<file path="config.mk">
export PLATFORM = sky130hd
export DESIGN_NAME = idle_latch_sreg
export DESIGN_NICKNAME = d
export VERILOG_FILES = /design/src/rtl/idle_latch_pkg.sv /design/src/rtl/sck_sync.sv /design/src/rtl/idle_timer.sv /design/src/rtl/cfg_shreg.sv /design/src/rtl/idle_latch_sreg.sv
export SDC_FILE = /design/constraint.sdc
export NUM_CORES = 1
export LEC_CHECK = 0
export ABC_AREA = 1
export BUFFER_PORTS_ARGS = -buffer_cell sky130_fd_sc_hd__buf_4
export CAP_MARGIN = 20
export CORE_MARGIN = 1
export CORE_UTILIZATION = 42
export CTS_CLUSTER_SIZE = 8
export DETAILED_ROUTE_END_ITERATION = 7
export PLACE_DENSITY = 0.63
export SYNTH_ARGS = -nofsm -noshare
export SYNTH_HDL_FRONTEND = slang
export SYNTH_SLANG_ARGS = --single-unit
</file>
<file path="constraint.sdc">
create_clock -name clk_i -period 1.5 [get_ports clk_i]
set_input_delay 0.3 -clock clk_i [delete_from_list [all_inputs] [get_ports clk_i]]
set_output_delay 0.3 -clock clk_i [all_outputs]
set_load 0.02 [all_outputs]
</file>
<file path="src/rtl/idle_latch_pkg.sv">
package idle_latch_pkg;
  typedef enum logic [1:0] {
    OP_HOLD  = 2'd0,
    OP_SHIFT = 2'd1,
    OP_LOAD  = 2'd2
  } sreg_op_e;
endpackage

</file>
<file path="src/rtl/sck_sync.sv">
module sck_sync #(
  parameter int unsigned STAGES = 2
) (
  input  logic clk_i,
  input  logic rst_ni,
  input  logic sck_i,
  input  logic sdi_i,
  output logic rise_o,
  output logic sdi_o
);
  logic [STAGES-1:0] sck_q, sdi_q;
  logic              sck_d;

  always_ff @(posedge clk_i or negedge rst_ni) begin
    if (!rst_ni) begin
      sck_q <= '0;
      sdi_q <= '0;
      sck_d <= 1'b0;
    end else begin
      sck_q <= {sck_q[STAGES-2:0], sck_i};
      sdi_q <= {sdi_q[STAGES-2:0], sdi_i};
      sck_d <= sck_q[STAGES-1];
    end
  end

  // data travels the same number of stages as the clock, so it stays aligned
  assign rise_o = sck_q[STAGES-1] & ~sck_d;
  assign sdi_o  = sdi_q[STAGES-1];
endmodule

</file>
<file path="src/rtl/idle_timer.sv">
module idle_timer #(
  parameter int unsigned TIMEOUT_CYC = 500000
) (
  input  logic clk_i,
  input  logic rst_ni,
  input  logic kick_i,
  output logic busy_o,
  output logic fire_o
);
  localparam int unsigned CW = (TIMEOUT_CYC > 2) ? $clog2(TIMEOUT_CYC) : 1;
  localparam logic [CW-1:0] LAST = CW'(TIMEOUT_CYC - 1);

  logic [CW-1:0] cnt_q;
  logic          pend_q;

  // a shift edge wins over an expiring count
  assign fire_o = pend_q & ~kick_i & (cnt_q == LAST);
  assign busy_o = pend_q;

  always_ff @(posedge clk_i or negedge rst_ni) begin
    if (!rst_ni) begin
      cnt_q  <= '0;
      pend_q <= 1'b0;
    end else if (kick_i) begin
      cnt_q  <= '0;
      pend_q <= 1'b1;
    end else if (fire_o) begin
      cnt_q  <= '0;
      pend_q <= 1'b0;
    end else if (pend_q) begin
      cnt_q  <= cnt_q + 1'b1;
    end
  end
endmodule

</file>
<file path="src/rtl/cfg_shreg.sv">
module cfg_shreg
  import idle_latch_pkg::*;
#(
  parameter int unsigned WIDTH   = 216,
  parameter int unsigned PLOAD_W = 17
) (
  input  logic               clk_i,
  input  logic               rst_ni,
  input  sreg_op_e           op_i,
  input  logic               sdi_i,
  input  logic [PLOAD_W-1:0] load_i,
  output logic [WIDTH-1:0]   q_o
);
  localparam int unsigned TOP = WIDTH - 1;

  always_ff @(posedge clk_i or negedge rst_ni) begin
    if (!rst_ni) begin
      q_o <= '0;
    end else begin
      unique case (op_i)
        OP_SHIFT: q_o <= {q_o[TOP-1:0], sdi_i};
        OP_LOAD:  q_o[TOP -: PLOAD_W] <= load_i;
        default:  ;
      endcase
    end
  end
endmodule

</file>
<file path="src/rtl/idle_latch_sreg.sv">
module idle_latch_sreg
  import idle_latch_pkg::*;
#(
  parameter int unsigned WIDTH       = 216,
  parameter int unsigned PLOAD_W     = 17,
  parameter int unsigned TIMEOUT_CYC = 500000,
  parameter int unsigned SYNC_STAGES = 2
) (
  input  logic               clk_i,
  input  logic               rst_ni,
  input  logic               sck_i,
  input  logic               sdi_i,
  output logic               sdo_o,
  input  logic               pload_valid_i,
  input  logic [PLOAD_W-1:0] pload_data_i,
  output logic [WIDTH-1:0]   latch_o,
  output logic               busy_o,
  output logic               err_o
);
  logic             shift_edge, sdi_s, fire;
  logic [WIDTH-1:0] sreg_q;
  sreg_op_e         op;

  sck_sync #(.STAGES(SYNC_STAGES)) u_sync (
    .clk_i (clk_i),
    .rst_ni(rst_ni),
    .sck_i (sck_i),
    .sdi_i (sdi_i),
    .rise_o(shift_edge),
    .sdi_o (sdi_s)
  );

  idle_timer #(.TIMEOUT_CYC(TIMEOUT_CYC)) u_timer (
    .clk_i (clk_i),
    .rst_ni(rst_ni),
    .kick_i(shift_edge),
    .busy_o(busy_o),
    .fire_o(fire)
  );

  always_comb begin
    if (shift_edge)                   op = OP_SHIFT;
    else if (pload_valid_i && !busy_o) op = OP_LOAD;
    else                              op = OP_HOLD;
  end

  cfg_shreg #(.WIDTH(WIDTH), .PLOAD_W(PLOAD_W)) u_sreg (
    .clk_i (clk_i),
    .rst_ni(rst_ni),
    .op_i  (op),
    .sdi_i (sdi_s),
    .load_i(pload_data_i),
    .q_o   (sreg_q)
  );

  assign sdo_o = sreg_q[WIDTH-1];

  always_ff @(posedge clk_i or negedge rst_ni) begin
    if (!rst_ni) begin
      latch_o <= '0;
      err_o   <= 1'b0;
    end else begin
      if (fire)                    latch_o <= sreg_q;
      if (pload_valid_i && busy_o) err_o   <= 1'b1;
    end
  end
endmodule

</file>
==> reports/summary.json, run 1 <==
{
  "status": {
    "failing_checks": "negative setup slack",
    "status": "finished, violations left"
  },
  "power": {
    "power-per-cell-area_mw_per_mm2": 1170,
    "cellLeakagePower_nw": 10.8,
    "vdd.ir_drop.worst_v": 0.000693
  },
  "global_route": {
    "pin_count_of_the_biggest_net_entering_global_routing": 77,
    "grt_pass1_vias": 12774,
    "wire_length_of_the_first_global_routing_pass_um": 64400,
    "antenna_found_initial": 0,
    "globalRouteOverflowTotal": 0,
    "track_usage": 0.182
  },
  "timing": {
    "final_max_slew_viol_count": 0,
    "fin_tns_setup_ns": -9.27,
    "fin_crit_sh": 1.08,
    "clock-skew-final_ns": 0.0203,
    "grt_setup_unrepaired": "yes",
    "final_hold_viol_count": 0,
    "max_freq_mhz": 617,
    "period_needed_ns": 1.62,
    "setup_viol": 227,
    "max_slew_margin": 0.679,
    "fin_hold_ws_ns": 0.164,
    "worst_slew_pin_slew_ns": 0.481,
    "worst_slack_ns": -0.120
  },
  "placed_design": {
    "detailedPlacementHpwl_um": 25700,
    "preCtsSetupSlack_ns": -0.138,
    "place.gp.congestion": 0.816,
    "buffer_ports.inserted": 240
  },
  "floorplan": {
    "core.rowCount": 75,
    "start_util": 0.426,
    "die-width_um": 208,
    "core_region_area_mm2": 0.0420,
    "io_pins": 241,
    "floorplan.die_area_mm2": 0.0435,
    "die_height_um": 208
  },
  "detailed_routing": {
    "route.antenna.remaining_nets": 0,
    "count_of_vias_placed_by_the_detailed_router": 12888,
    "route.detailed.vias_per_inst": 4.79,
    "post-route-drc-count": 0,
    "postRouteWirelength_um": 38600,
    "post_drt_wl_per_cell_um": 14.4,
    "drt_first_iter_violations": 653,
    "detailedRoute.firstPassIterationCount": 5
  },
  "worst_setup_path": {
    "critPathLaunchType": "flop",
    "path_class": "flop to flop",
    "cp.required_ns": 1.92,
    "worst_path_max_delay_cell": "sky130_fd_sc_hd__dfrtp_1",
    "path_cells": "ha_4, buf_6, nand4_1, nor2_1, nand3_2, nand2_4, buf_12, buf_4, o21ai_0",
    "cpPeakStageDelay_ns": 0.39,
    "critical_path_buf_inv_count": 3,
    "critical_path.endpoint_type": "flop",
    "timing.critical_path.arrival_ns": 2.04,
    "critical_path.top_delay_family": "simple AND/OR/NAND/NOR gates",
    "worst-path-max-fanout": 3
  },
  "logic_synthesis": {
    "synthesis.nets": 1818,
    "dominantRegCellSynth": "sky130_fd_sc_hd__dfrtp_1",
    "synthAdderAreaFrac": 0.000699,
    "postSynthAreaPerCell_um2": 9.97,
    "ys_async_sr_fraction": 1.00,
    "synthDominantCellAreaShare": 0.640,
    "synth_compound_gate_area_share": 0.151,
    "dominant_combinational_cell_family_by_area_after_synthesis": "compound AO/OA/AOI/OAI gates",
    "multiplexer_share_of_the_synthesized_area": 0,
    "syn-instance-count": 1795,
    "post_synth_xor_area_fraction": 0.000978,
    "synth.ff_latch_count": 458,
    "synth.cell_area_mm2": 0.0179,
    "netlist.top_cell.by_area": "sky130_fd_sc_hd__dfrtp_1",
    "number_of_flops_mapped_to_enable_cells_by_yosys": 0,
    "synth.top_cells.by_area": "sky130_fd_sc_hd__dfrtp_1 (64%), sky130_fd_sc_hd__nand2_1 (10%), sky130_fd_sc_hd__o21ai_0 (5.6%), sky130_fd_sc_hd__o21ai_2 (5.4%), sky130_fd_sc_hd__inv_1 (5.0%)",
    "ys_types": 26,
    "post-synth-top-count-cell": "sky130_fd_sc_hd__nand2_1",
    "ys_warn_count": 0,
    "register_area_share_after_synthesis": 0.640,
    "synth_top_cells_by_count": "sky130_fd_sc_hd__nand2_1 (479), sky130_fd_sc_hd__dfrtp_1 (458), sky130_fd_sc_hd__inv_1 (239)",
    "yosys.area_share.simple": 0.120
  },
  "clock_network": {
    "cts.htree.levels": 3,
    "path_clk_slew_ns": 0.05,
    "numClockSinks": 458,
    "tritoncts": "built",
    "clk_latency_ns": 0.57,
    "cts_root_buffer": "sky130_fd_sc_hd__clkbuf_16",
    "number_of_cts_inserted_buffers": 67,
    "cts.path.max_buffers": 3
  },
  "final_layout": {
    "num-nets-final": 2166,
    "drive_above_1_share": 0.263,
    "num_antenna_cells": 0,
    "areaGrowthSynthToFinish_pct": 29.1,
    "final.fill_count": 3676
  },
  "flow_run": {
    "max_cap_violations": 0
  },
  "min_path": {
    "class_of_the_worst_hold_path": "primary input to async pin"
  }
}
[cell type report]
cell class | count | area [um^2] | area share
clock buffers | 71 | 1740 | 0.0755
clock inverters | 6 | 63.8 | 0.00276
multi-input cells | 1001 | 4980 | 0.215
inverters | 240 | 906 | 0.0392
flip-flops and latches | 458 | 11500 | 0.496
repair buffers | 374 | 3270 | 0.142
well taps | 539 | 674 | 0.0292
repair inverters | 1 | 7.51 | 0.000325
[placed cells by master (no fill, tap or decap)]
cell type,instances
sky130_fd_sc_hd__nand4_1,6
sky130_fd_sc_hd__nor2_1,39
sky130_fd_sc_hd__buf_6,5
sky130_fd_sc_hd__o21ai_2,111
sky130_fd_sc_hd__buf_4,316
sky130_fd_sc_hd__nor2_4,5
sky130_fd_sc_hd__nand3_1,10
sky130_fd_sc_hd__nand3_4,1
sky130_fd_sc_hd__nand3_2,2
sky130_fd_sc_hd__o21bai_1,1
sky130_fd_sc_hd__dlygate4sd3_1,21
sky130_fd_sc_hd__o21ai_1,105
sky130_fd_sc_hd__nand2_2,7
sky130_fd_sc_hd__o21ai_0,202
sky130_fd_sc_hd__buf_12,29
sky130_fd_sc_hd__clkinv_8,2
sky130_fd_sc_hd__nor2_2,5
sky130_fd_sc_hd__clkbuf_8,1
sky130_fd_sc_hd__clkbuf_1,1
sky130_fd_sc_hd__dfrtp_1,458
sky130_fd_sc_hd__o221ai_1,17
sky130_fd_sc_hd__xor2_1,2
sky130_fd_sc_hd__nand2_1,472
sky130_fd_sc_hd__nor3_2,1
sky130_fd_sc_hd__a21o_1,1
sky130_fd_sc_hd__nand3b_1,2
sky130_fd_sc_hd__buf_8,2
sky130_fd_sc_hd__inv_6,4
sky130_fd_sc_hd__clkinv_2,1
sky130_fd_sc_hd__ha_4,1
sky130_fd_sc_hd__nor3_1,3
sky130_fd_sc_hd__a21oi_1,7
sky130_fd_sc_hd__clkinvlp_4,1
sky130_fd_sc_hd__clkbuf_16,70
sky130_fd_sc_hd__inv_1,239
sky130_fd_sc_hd__nand2_4,1
[path summary, 6_finish.rpt]
path | startpoint | to | slack, ns | cells past startpoint
worst max-delay path | u_timer.cnt_q[0]$_DFFE_PN0P_ | u_timer.busy_o$_DFFE_PN0P_ | -0.12 | 9
worst min-delay path | rst_ni | u_sreg.q_o[145]$_DFFE_PN0N_ | 0.16 | 2
worst max register to register | u_timer.cnt_q[0]$_DFFE_PN0P_ | u_timer.busy_o$_DFFE_PN0P_ | -0.12 | 9
worst min register to register | u_sync.sdi_q[0]$_DFF_PN0_ | u_sync.sdi_q[1]$_DFF_PN0_ | 0.35 | 0
max in group asynchronous | rst_ni | latch_o[38]$_DFFE_PN0P_ | 0.57 | 4
min in group clk_i | u_sync.sdi_q[0]$_DFF_PN0_ | u_sync.sdi_q[1]$_DFF_PN0_ | 0.35 | 0
[registers in the layout, indices dropped and copies added (netlist names)]
signal / cells
u_sync.sck_d: 1
u_sync.sdi_q: 2
u_timer.cnt_q: 19
latch_o: 216
u_timer.busy_o: 1
u_sync.sck_q: 2
err_o: 1
u_sreg.q_o: 216
[cell families after synthesis]
kind of cell | Yosys count
adders and majority gates | 1
buffers and inverters | 336
DFF | 458
xor gates and xnor gates | 2
and+or+nand+nor | 554
AOI/OAI and AO/OA | 444
[routing by layer]
metal	part of all wire	wire, um	global-route usage	up-vias
met5	0	0	0	-
met4	0.018	696	0.0603	0
met3	0.046	1780	0.0370	52
met2	0.47	18200	0.288	271
met1	0.46	17900	0.250	6208
li1	-	-	-	6357
[what timing repair did]
action	in CTS	in global routing
gates cloned	1	1
endpoints found under the hold margin	186	0
setup buffers	4	4
pin swaps	1	4
hold buffers	21	0
endpoints found under the setup margin	233	278
gates resized for setup	12	18
[where the power goes]
part	leakage (nW)	switching [mW]	internal, mW
combinational	3.58	0.756	0.476
sequential	6.35	0.111	12.6
clock	0.890	5.05	8.15
[per-stage QoR]
step           power (mW)  area [um^2]  cells  utilization
4_1_cts              27.6        23000   2685        0.546
3_5_place_dp         14.0        20900   2582        0.496
3_3_place_gp         14.0        20900   2582        0.496
6_report             27.1        23100   2690        0.550
2_1_floorplan        13.4        17900   1795            -
5_1_grt              28.3        23100   2690        0.550
Note: power is estimated with default switching activity, not from simulation.
==> run 2: changes to the inputs <==
--- a/config.mk
+++ b/config.mk
@@ -13,6 +13,7 @@
 export CTS_CLUSTER_SIZE = 8
 export DETAILED_ROUTE_END_ITERATION = 7
 export PLACE_DENSITY = 0.63
+export SLEW_MARGIN = 10
 export SYNTH_ARGS = -nofsm -noshare
 export SYNTH_HDL_FRONTEND = slang
 export SYNTH_SLANG_ARGS = --single-unit
==> constraint.sdc (replaced) <==
create_clock -name clk_i -period 1.4 [get_ports clk_i]
set_input_delay 0.28 -clock clk_i [delete_from_list [all_inputs] [get_ports clk_i]]
set_output_delay 0.28 -clock clk_i [all_outputs]
set_load 0.02 [all_outputs]
==> reports/summary.json, run 2 (synthesis gave the netlist of run 1 again) <==
{
  "timing": {
    "worst_slew_pin_slew": {"value": 0.366, "unit": "ns", "change": "-0.115 ns"},
    "grt_setup_unrepaired": "yes",
    "worst_slack": {"value": -0.172, "unit": "ns", "change": "-0.0529 ns"},
    "fin_tns_setup": {"value": -27.06, "unit": "ns", "change": "-17.79 ns"},
    "final_hold_viol_count": {"value": 0, "change": "unchanged"},
    "clock-skew-final": {"value": 0.0206, "unit": "ns", "change": "+0.000318 ns"},
    "setup_viol": {"value": 299, "change": "+32%"},
    "max_freq": {"value": 636, "unit": "MHz", "change": "+3.0%"},
    "max_slew_margin": {"value": 0.756, "change": "+0.0765"},
    "fin_hold_ws": {"value": 0.193, "unit": "ns", "change": "+0.0286 ns"},
    "fin_crit_sh": {"value": 1.12, "change": "+0.0435"},
    "final_max_slew_viol_count": {"value": 0, "change": "unchanged"},
    "period_needed": {"value": 1.57, "unit": "ns", "change": "-0.0471 ns"}
  },
  "power": {
    "cellLeakagePower": {"value": 10.8, "unit": "nW", "change": "+0.16%"},
    "total_power": {"value": 29.1, "unit": "mW", "change": "+7.3%"},
    "power-per-cell-area": {"value": 1260, "unit": "mW/mm^2", "change": "+7.2%"},
    "vdd.ir_drop.worst": {"value": 0.000721, "unit": "V", "change": "+4.1%"}
  },
  "status": {
    "status": "finished, violations left",
    "failing_checks": "negative setup slack"
  },
  "clock_network": {
    "cts.htree.levels": {"value": 3, "change": "unchanged"},
    "tritoncts": "built",
    "path_clk_slew": {"value": 0.05, "unit": "ns", "change": "about the same"},
    "cts_root_buffer": "sky130_fd_sc_hd__clkbuf_16",
    "clk_latency": {"value": 0.57, "unit": "ns", "change": "about the same"},
    "numClockSinks": {"value": 458, "change": "unchanged"},
    "number_of_cts_inserted_buffers": {"value": 67, "change": "unchanged"},
    "cts.path.max_buffers": {"value": 3, "change": "unchanged"}
  },
  "worst_setup_path": {
    "timing.critical_path.arrival": {"value": 2.01, "unit": "ns", "change": "-0.03 ns"},
    "critical_path_buf_inv_count": {"value": 3, "change": "unchanged"},
    "critical_path.top_delay_family": "simple AND/OR/NAND/NOR gates",
    "path_cells": "buf_4, nand4_1, nor2_4, nand3_4, buf_12, buf_12, nand2_1, o21ai_2",
    "cp.required": {"value": 1.84, "unit": "ns", "change": "-0.08 ns"},
    "worst-path-max-fanout": {"value": 45, "change": "+42"},
    "reg2reg_setup_slack": {"value": -0.17, "unit": "ns", "change": "-0.05 ns"},
    "worst_path_max_delay_cell": "sky130_fd_sc_hd__dfrtp_2",
    "critPathLaunchType": "flop",
    "reg2regPathDepth": {"value": 8, "change": "-1"},
    "worst_path_most_repeated_cell": "sky130_fd_sc_hd__buf_12",
    "rr_endpoint": "latch_o[138]$_DFFE_PN0P_",
    "critical_path.endpoint_type": "flop",
    "path_class": "flop to flop",
    "cpPeakStageDelay": {"value": 0.37, "unit": "ns", "change": "-0.02 ns"},
    "crit-reg2reg-launch": "u_timer.busy_o$_DFFE_PN0P_"
  },
  "final_layout": {
    "sequential_cell_area": {"value": 0.0115, "unit": "mm^2", "change": "about the same"},
    "post_layout_nonfiller_instances": {"value": 2683, "change": "-0.26%"},
    "multi_input_area": {"value": 0.00499, "unit": "mm^2", "change": "+0.25%"},
    "top_regs": "latch_o: 216 flops, u_sreg.q_o: 216 flops, u_timer.cnt_q: 19 flops",
    "final.fill_count": {"value": 3715, "change": "+1.1%"},
    "layout.cells.most_common": "sky130_fd_sc_hd__nand2_1",
    "areaGrowthSynthToFinish": {"value": 29.2, "unit": "%", "change": "about the same"},
    "num_antenna_cells": {"value": 0, "change": "unchanged"},
    "drive_above_1_share": {"value": 0.262, "change": "-0.00101"},
    "final_cell_mix": "sky130_fd_sc_hd__nand2_1 (477), sky130_fd_sc_hd__dfrtp_1 (457), sky130_fd_sc_hd__buf_4 (309)",
    "num-nets-final": {"value": 2160, "change": "-0.28%"}
  },
  "global_route": {
    "pin_count_of_the_biggest_net_entering_global_routing": {"value": 78, "change": "+1.3%"},
    "grt_pass1_vias": {"value": 12732, "change": "-0.33%"},
    "wire_length_of_the_first_global_routing_pass": {"value": 64600, "unit": "um", "change": "+0.31%"},
    "antenna_found_initial": {"value": 0, "change": "unchanged"},
    "globalRouteOverflowTotal": {"value": 0, "change": "unchanged"},
    "track_usage": {"value": 0.183, "change": "+0.00141"}
  },
  "placed_design": {
    "buffer_ports.inserted": {"value": 240, "change": "unchanged"},
    "place.detailed.instances": {"value": 2581, "change": "-0.039%"},
    "detailedPlacementHpwl": {"value": 26100, "unit": "um", "change": "+1.6%"},
    "place.gp.congestion": {"value": 0.834, "change": "+2.3%"}
  },
  "floorplan": {
    "core_region_area": {"value": 0.0420, "unit": "mm^2", "change": "unchanged"},
    "start_util": {"value": 0.426, "change": "unchanged"},
    "io_pins": {"value": 241, "change": "unchanged"},
    "core.rowCount": {"value": 75, "change": "unchanged"},
    "floorplan.die_area": {"value": 0.0435, "unit": "mm^2", "change": "unchanged"},
    "die_height": {"value": 208, "unit": "um", "change": "unchanged"},
    "die-width": {"value": 208, "unit": "um", "change": "unchanged"}
  },
  "min_path": {
    "class_of_the_worst_hold_path": "primary input to async pin"
  },
  "detailed_routing": {
    "postRouteWirelength": {"value": 39000, "unit": "um", "change": "+1.0%"},
    "count_of_vias_placed_by_the_detailed_router": {"value": 12745, "change": "-1.1%"},
    "post-route-drc-count": {"value": 0, "change": "unchanged"},
    "detailedRoute.firstPassIterationCount": {"value": 5, "change": "unchanged"},
    "drt_first_iter_violations": {"value": 688, "change": "+5.4%"},
    "route.antenna.remaining_nets": {"value": 0, "change": "unchanged"},
    "route.detailed.vias_per_inst": {"value": 4.75, "change": "-0.85%"},
    "post_drt_wl_per_cell": {"value": 14.5, "unit": "um", "change": "+1.3%"}
  },
  "flow_run": {
    "max_cap_violations": {"value": 0, "change": "unchanged"}
  }
}
-- run 2: cell types whose count changed in the layout (fill, tap and decap cells not counted), sizes merged --
cell      delta
clkinv       -1
clkinvlp     -1
clkbuf       +1
buf          -6
-- run 2: where the power goes --
group	switching, mW	internal [mW]
sequential	0.129	13.5
combinational	0.807	0.491
clock	5.41	8.79
total	6.34	22.8
-- run 2: worst max-delay path by stage --
| stage | startpoint | endpoint | slack, ns | cells past startpoint |
|---|---|---|---|---|
| floorplan | u_timer.cnt_q[0]$_DFFE_PN0P_ | latch_o[0]$_DFFE_PN0P_ | -0.03 | 8 |
| global placement | u_timer.cnt_q[11]$_DFFE_PN0P_ | latch_o[210]$_DFFE_PN0P_ | -0.19 | 8 |
| finish | u_timer.busy_o$_DFFE_PN0P_ | latch_o[138]$_DFFE_PN0P_ | -0.17 | 8 |
| global route | u_timer.busy_o$_DFFE_PN0P_ | latch_o[3]$_DFFE_PN0P_ | -0.28 | 8 |
| CTS | u_timer.busy_o$_DFFE_PN0P_ | latch_o[46]$_DFFE_PN0P_ | -0.18 | 8 |
| detailed placement | u_timer.cnt_q[11]$_DFFE_PN0P_ | latch_o[46]$_DFFE_PN0P_ | -0.22 | 8 |
-- run 2: layer usage --
| layer | wire, um | track usage | vias up |
|---|---|---|---|
| li1 | - | - | 6333 |
| met4 | 775 | 0.0687 | 0 |
| met5 | 0 | 0 | - |
| met2 | 18800 | 0.289 | 226 |
| met1 | 17900 | 0.251 | 6135 |
| met3 | 1590 | 0.0364 | 51 |
-- run 2: area by class of cell --
| type | instances | area share |
|---|---|---|
| clock buffer | 71 | 0.0759 |
| clock inverter | 5 | 0.00270 |
| inverter | 240 | 0.0391 |
| multi-input combinational | 1001 | 0.216 |
| sequential | 458 | 0.496 |
| tap | 539 | 0.0292 |
| timing repair buffer | 369 | 0.142 |
-- run 2: per-stage QoR --
stage	setup slack [ns]	cell area, um^2	util
after CTS	-0.176	23000	0.548
after global placement	-0.191	20900	0.497
after global routing	-0.285	23100	0.550
after detailed placement	-0.225	20900	0.497
after floorplan	-0.0312	18000	-
final	-0.172	23100	0.550
-- run 2: what timing repair did --
action | in CTS | in global routing
cloned | 0 | 2
resized for setup | 17 | 13
endpoints found under the setup margin | 508 | 642
endpoints found under the hold margin | 234 | 0
pin swaps | 1 | 0
hold buffers | 21 | 0
buffers inserted | 3 | 0
==> run 3: changes to the inputs <==
--- a/config.mk
+++ b/config.mk
@@ -16,4 +16,5 @@
 export SLEW_MARGIN = 10
 export SYNTH_ARGS = -nofsm -noshare
 export SYNTH_HDL_FRONTEND = slang
+export SYNTH_HIERARCHICAL = 1
 export SYNTH_SLANG_ARGS = --single-unit
==> reports/summary.json, run 3 <==
{
  "detailed_routing": {
    "detailedRoute.firstPassIterationCount": {"value": 5, "change": "unchanged"},
    "route.antenna.remaining_nets": {"value": 0, "change": "unchanged"},
    "postRouteWirelength": {"value": 41000, "unit": "um", "change": "+5.1%"},
    "route.detailed.vias_per_inst": {"value": 4.77, "change": "+0.35%"},
    "count_of_vias_placed_by_the_detailed_router": {"value": 13533, "change": "+6.2%"},
    "drt_first_iter_violations": {"value": 1015, "change": "+48%"},
    "post_drt_wl_per_cell": {"value": 14.4, "unit": "um", "change": "-0.72%"},
    "post-route-drc-count": {"value": 0, "change": "unchanged"}
  },
  "worst_setup_path": {
    "worst-path-max-fanout": {"value": 20, "change": "-56%"},
    "worst_path_most_repeated_cell": "sky130_fd_sc_hd__nand2_1",
    "path_cells": "inv_1, nand2_1, nor4_1, nand4_1, bufinv_8, inv_12, buf_16, nand2_1, nand2_1",
    "cp.required": {"value": 1.84, "unit": "ns", "change": "about the same"},
    "critical_path_buf_inv_count": {"value": 4, "change": "+1"},
    "timing.critical_path.arrival": {"value": 2.24, "unit": "ns", "change": "+0.23 ns"},
    "cpPeakStageDelay": {"value": 0.38, "unit": "ns", "change": "about the same"},
    "critical_path.endpoint_type": "flop",
    "worst_path_max_delay_cell": "sky130_fd_sc_hd__dfrtp_1",
    "path_class": "flop to flop",
    "critPathLaunchType": "flop",
    "critical_path.top_delay_family": "buffers and inverters"
  },
  "power": {
    "p_clk_frac": {"value": 0.425, "change": "-0.062"},
    "p_sw_frac": {"value": 0.251, "change": "+0.0335"},
    "power.switching": {"value": 8.40, "unit": "mW", "change": "+32%"},
    "power-per-cell-area": {"value": 1450, "unit": "mW/mm^2", "change": "+15%"},
    "pwr-share-seq": {"value": 0.485, "change": "+0.017"},
    "power_frac_comb": {"value": 0.090, "change": "+0.045"},
    "power.internal": {"value": 25.0, "unit": "mW", "change": "+9.9%"},
    "total_power": {"value": 33.4, "unit": "mW", "change": "+15%"},
    "cellLeakagePower": {"value": 12.4, "unit": "nW", "change": "+14%"},
    "vdd.ir_drop.worst": {"value": 0.000957, "unit": "V", "change": "+33%"}
  },
  "floorplan": {
    "io_pins": {"value": 241, "change": "unchanged"},
    "die-width": {"value": 209, "unit": "um", "change": "+0.21%"},
    "die_height": {"value": 209, "unit": "um", "change": "+0.21%"},
    "start_util": {"value": 0.428, "change": "+0.00185"},
    "core_region_area": {"value": 0.0420, "unit": "mm^2", "change": "unchanged"},
    "core.rowCount": {"value": 75, "change": "unchanged"},
    "floorplan.die_area": {"value": 0.0436, "unit": "mm^2", "change": "+0.43%"}
  },
  "final_layout": {
    "final_cell_mix": "sky130_fd_sc_hd__nand2_1 (850), sky130_fd_sc_hd__dfrtp_1 (457), sky130_fd_sc_hd__buf_4 (303)",
    "num-nets-final": {"value": 2317, "change": "+7.3%"},
    "sequential_cell_area": {"value": 0.0115, "unit": "mm^2", "change": "unchanged"},
    "multi_input_area": {"value": 0.00528, "unit": "mm^2", "change": "+5.9%"},
    "top_regs": "latch_o: 216 flops, u_sreg/q_o: 216 flops, u_timer/cnt_q: 19 flops",
    "final.fill_count": {"value": 3759, "change": "+1.2%"},
    "num_antenna_cells": {"value": 0, "change": "unchanged"},
    "layout.cells.most_common": "sky130_fd_sc_hd__nand2_1",
    "drive_above_1_share": {"value": 0.197, "change": "-0.0643"},
    "finalInstanceArea": {"value": 0.0230, "unit": "mm^2", "change": "-0.58%"},
    "areaGrowthSynthToFinish_pct": 27.9
  },
  "timing": {
    "final_hold_viol_count": {"value": 0, "change": "unchanged"},
    "worst_slack": {"value": -0.396, "unit": "ns", "change": "-0.223 ns"},
    "fin_hold_ws": {"value": 0.0350, "unit": "ns", "change": "-0.158 ns"},
    "clock-skew-final": {"value": 0.0184, "unit": "ns", "change": "-0.00222 ns"},
    "fin_crit_sh": {"value": 1.28, "change": "+0.159"},
    "period_needed": {"value": 1.80, "unit": "ns", "change": "+0.223 ns"},
    "setup_viol": {"value": 489, "change": "+64%"},
    "fin_tns_setup": {"value": -116.08, "unit": "ns", "change": "-89.02 ns"},
    "worst_slew_pin_slew": {"value": 0.452, "unit": "ns", "change": "+0.0856 ns"},
    "max_freq": {"value": 557, "unit": "MHz", "change": "-12%"},
    "final_max_slew_viol_count": {"value": 0, "change": "unchanged"},
    "grt_setup_unrepaired": "yes",
    "max_slew_margin": {"value": 0.699, "change": "-0.0571"}
  },
  "global_route": {
    "pin_count_of_the_biggest_net_entering_global_routing": {"value": 74, "change": "-5.1%"},
    "grt_pass1_vias": {"value": 13577, "change": "+6.6%"},
    "wire_length_of_the_first_global_routing_pass": {"value": 68200, "unit": "um", "change": "+5.6%"},
    "antenna_found_initial": {"value": 0, "change": "unchanged"},
    "globalRouteOverflowTotal": {"value": 0, "change": "unchanged"},
    "track_usage": {"value": 0.192, "change": "+0.00925"}
  },
  "clock_network": {
    "cts.path.max_buffers": {"value": 3, "change": "unchanged"},
    "cts.htree.levels": {"value": 3, "change": "unchanged"},
    "clk_latency": {"value": 0.56, "unit": "ns", "change": "about the same"},
    "cts_root_buffer": "sky130_fd_sc_hd__clkbuf_16",
    "numClockSinks": {"value": 458, "change": "unchanged"},
    "path_clk_slew": {"value": 0.05, "unit": "ns", "change": "about the same"},
    "tritoncts": "built",
    "number_of_cts_inserted_buffers": {"value": 68, "change": "+1.5%"}
  },
  "logic_synthesis": {
    "synth.ff_latch_count": {"value": 458, "change": "unchanged"},
    "synthesis.nets": {"value": 1997, "change": "+9.8%"},
    "synth.top_cells.by_area": "sky130_fd_sc_hd__dfrtp_1 (64%), sky130_fd_sc_hd__nand2_1 (18%), sky130_fd_sc_hd__inv_1 (3.3%), sky130_fd_sc_hd__a21oi_1 (3.0%), sky130_fd_sc_hd__o21ai_0 (3.0%)",
    "synth_top_cells_by_count": "sky130_fd_sc_hd__nand2_1 (853), sky130_fd_sc_hd__dfrtp_1 (458), sky130_fd_sc_hd__inv_1 (156)",
    "dominantRegCellSynth": "sky130_fd_sc_hd__dfrtp_1",
    "postSynthAreaPerCell": {"value": 9.12, "unit": "um^2", "change": "-8.6%"},
    "netlist.top_cell.by_area": "sky130_fd_sc_hd__dfrtp_1",
    "number_of_flops_mapped_to_enable_cells_by_yosys": {"value": 0, "change": "unchanged"},
    "syn-instance-count": {"value": 1972, "change": "+9.9%"},
    "ys_async_sr_fraction": {"value": 1.00, "change": "unchanged"},
    "synth.cell_area": {"value": 0.0180, "unit": "mm^2", "change": "+0.43%"},
    "ys_types": {"value": 29, "change": "+12%"},
    "ys_warn_count": {"value": 6, "change": "+6"},
    "register_area_share_after_synthesis": {"value": 0.637, "change": "-0.00276"},
    "post-synth-top-count-cell": "sky130_fd_sc_hd__nand2_1",
    "synthDominantCellAreaShare": {"value": 0.637, "change": "-0.00276"}
  },
  "status": {
    "failing_checks": "negative setup slack",
    "status": "finished, violations left"
  },
  "min_path": {
    "class_of_the_worst_hold_path": "primary input to flop"
  },
  "placed_design": {
    "detailed_place.area": {"value": 0.0209, "unit": "mm^2", "change": "+0.19%"},
    "buffer_ports.inserted": {"value": 240, "change": "unchanged"},
    "detailedPlacementHpwl": {"value": 27100, "unit": "um", "change": "+4.0%"},
    "preCtsSetupSlack": {"value": -0.419, "unit": "ns", "change": "-0.194 ns"},
    "place.gp.congestion": {"value": 0.796, "change": "-4.6%"}
  },
  "flow_run": {
    "max_cap_violations": {"value": 0, "change": "unchanged"}
  }
}
## run 3: cell types whose count changed in the layout (fill, tap and decap cells not counted), moves of 73 or more
cell                      delta
sky130_fd_sc_hd__o21ai_0   -126
sky130_fd_sc_hd__nand2_1   +373
sky130_fd_sc_hd__nor2_1     +73
sky130_fd_sc_hd__inv_1      -86
sky130_fd_sc_hd__a21oi_1    +99
sky130_fd_sc_hd__o21ai_2   -117
## run 3: layout make-up
| type | count | area share |
|---|---|---|
| clock buffer | 74 | 0.0778 |
| multi-input combinational | 1255 | 0.230 |
| tap | 539 | 0.0293 |
| timing repair buffer | 349 | 0.136 |
| sequential | 458 | 0.498 |
| clock inverter | 4 | 0.00120 |
| inverter | 160 | 0.0273 |
## run 3: stage by stage
step                       util  instances
after floorplan               -       1972
after global placement    0.498       2751
after detailed placement  0.498       2751
after CTS                 0.546       2838
after global routing      0.547       2839
final                     0.547       2839
## run 3: repair_timing
item | 4_1_cts | 5_1_grt
pin swaps | 1 | 0
buffers inserted | 1 | 0
gates cloned | 2 | 1
endpoints found under the hold margin | 294 | 0
endpoints found under the setup margin | 650 | 664
hold buffers | 6 | 0
resized for setup | 17 | 4
## run 3: per-layer routing
metal  global-route usage  wire length (um)
met1                0.266             19000
met2                0.302             19000
met3               0.0383              2060
met4               0.0692               977
met5                    0                 0
## run 3: final timing paths
path	from	end	slack, ns	depth (start not counted)
setup / recovery	u_timer/cnt_q[6]$_DFFE_PN0P_	latch_o[41]$_DFFE_PN0P_	-0.40	9
hold / removal	pload_data_i[15]	u_sreg/q_o[214]$_DFFE_PN0P_	0.04	5
setup reg to reg	u_timer/cnt_q[6]$_DFFE_PN0P_	latch_o[41]$_DFFE_PN0P_	-0.40	9
hold reg to reg	u_sync/sdi_q[0]$_DFF_PN0_	u_sync/sdi_q[1]$_DFF_PN0_	0.35	0
max in group asynchronous	rst_ni	latch_o[51]$_DFFE_PN0P_	0.51	4
min in group asynchronous	rst_ni	u_sreg/q_o[137]$_DFFE_PN0N_	0.15	2
## run 3: tightest hold or removal path, cell delays in order
cell,delay (ns)
sky130_fd_sc_hd__buf_4,0.07
sky130_fd_sc_hd__inv_1,0.03
sky130_fd_sc_hd__nand2_1,0.05
sky130_fd_sc_hd__nand3_1,0.07
sky130_fd_sc_hd__nand2_1,0.06
## run 3: cell families after synthesis
logic type | after synthesis | share of synthesized area
simple gates | 1019 | 0.222
flops | 458 | 0.637
buf+inv | 259 | 0.0717
compound gates | 228 | 0.0642
xor+xnor | 5 | 0.00244
fa+ha+maj | 3 | 0.00209
## run 3: power by group through the flow
stage | clock network [mW] | registers [mW] | logic (mW)
6_report | 14.2 | 16.2 | 3.02
5_1_grt | 15.2 | 16.5 | 3.56
4_1_cts | 14.6 | 16.2 | 3.06
3_5_place_dp | 0 | 16.4 | 3.01
3_3_place_gp | 0 | 16.4 | 2.86
2_1_floorplan | 0 | 16.1 | 1.99
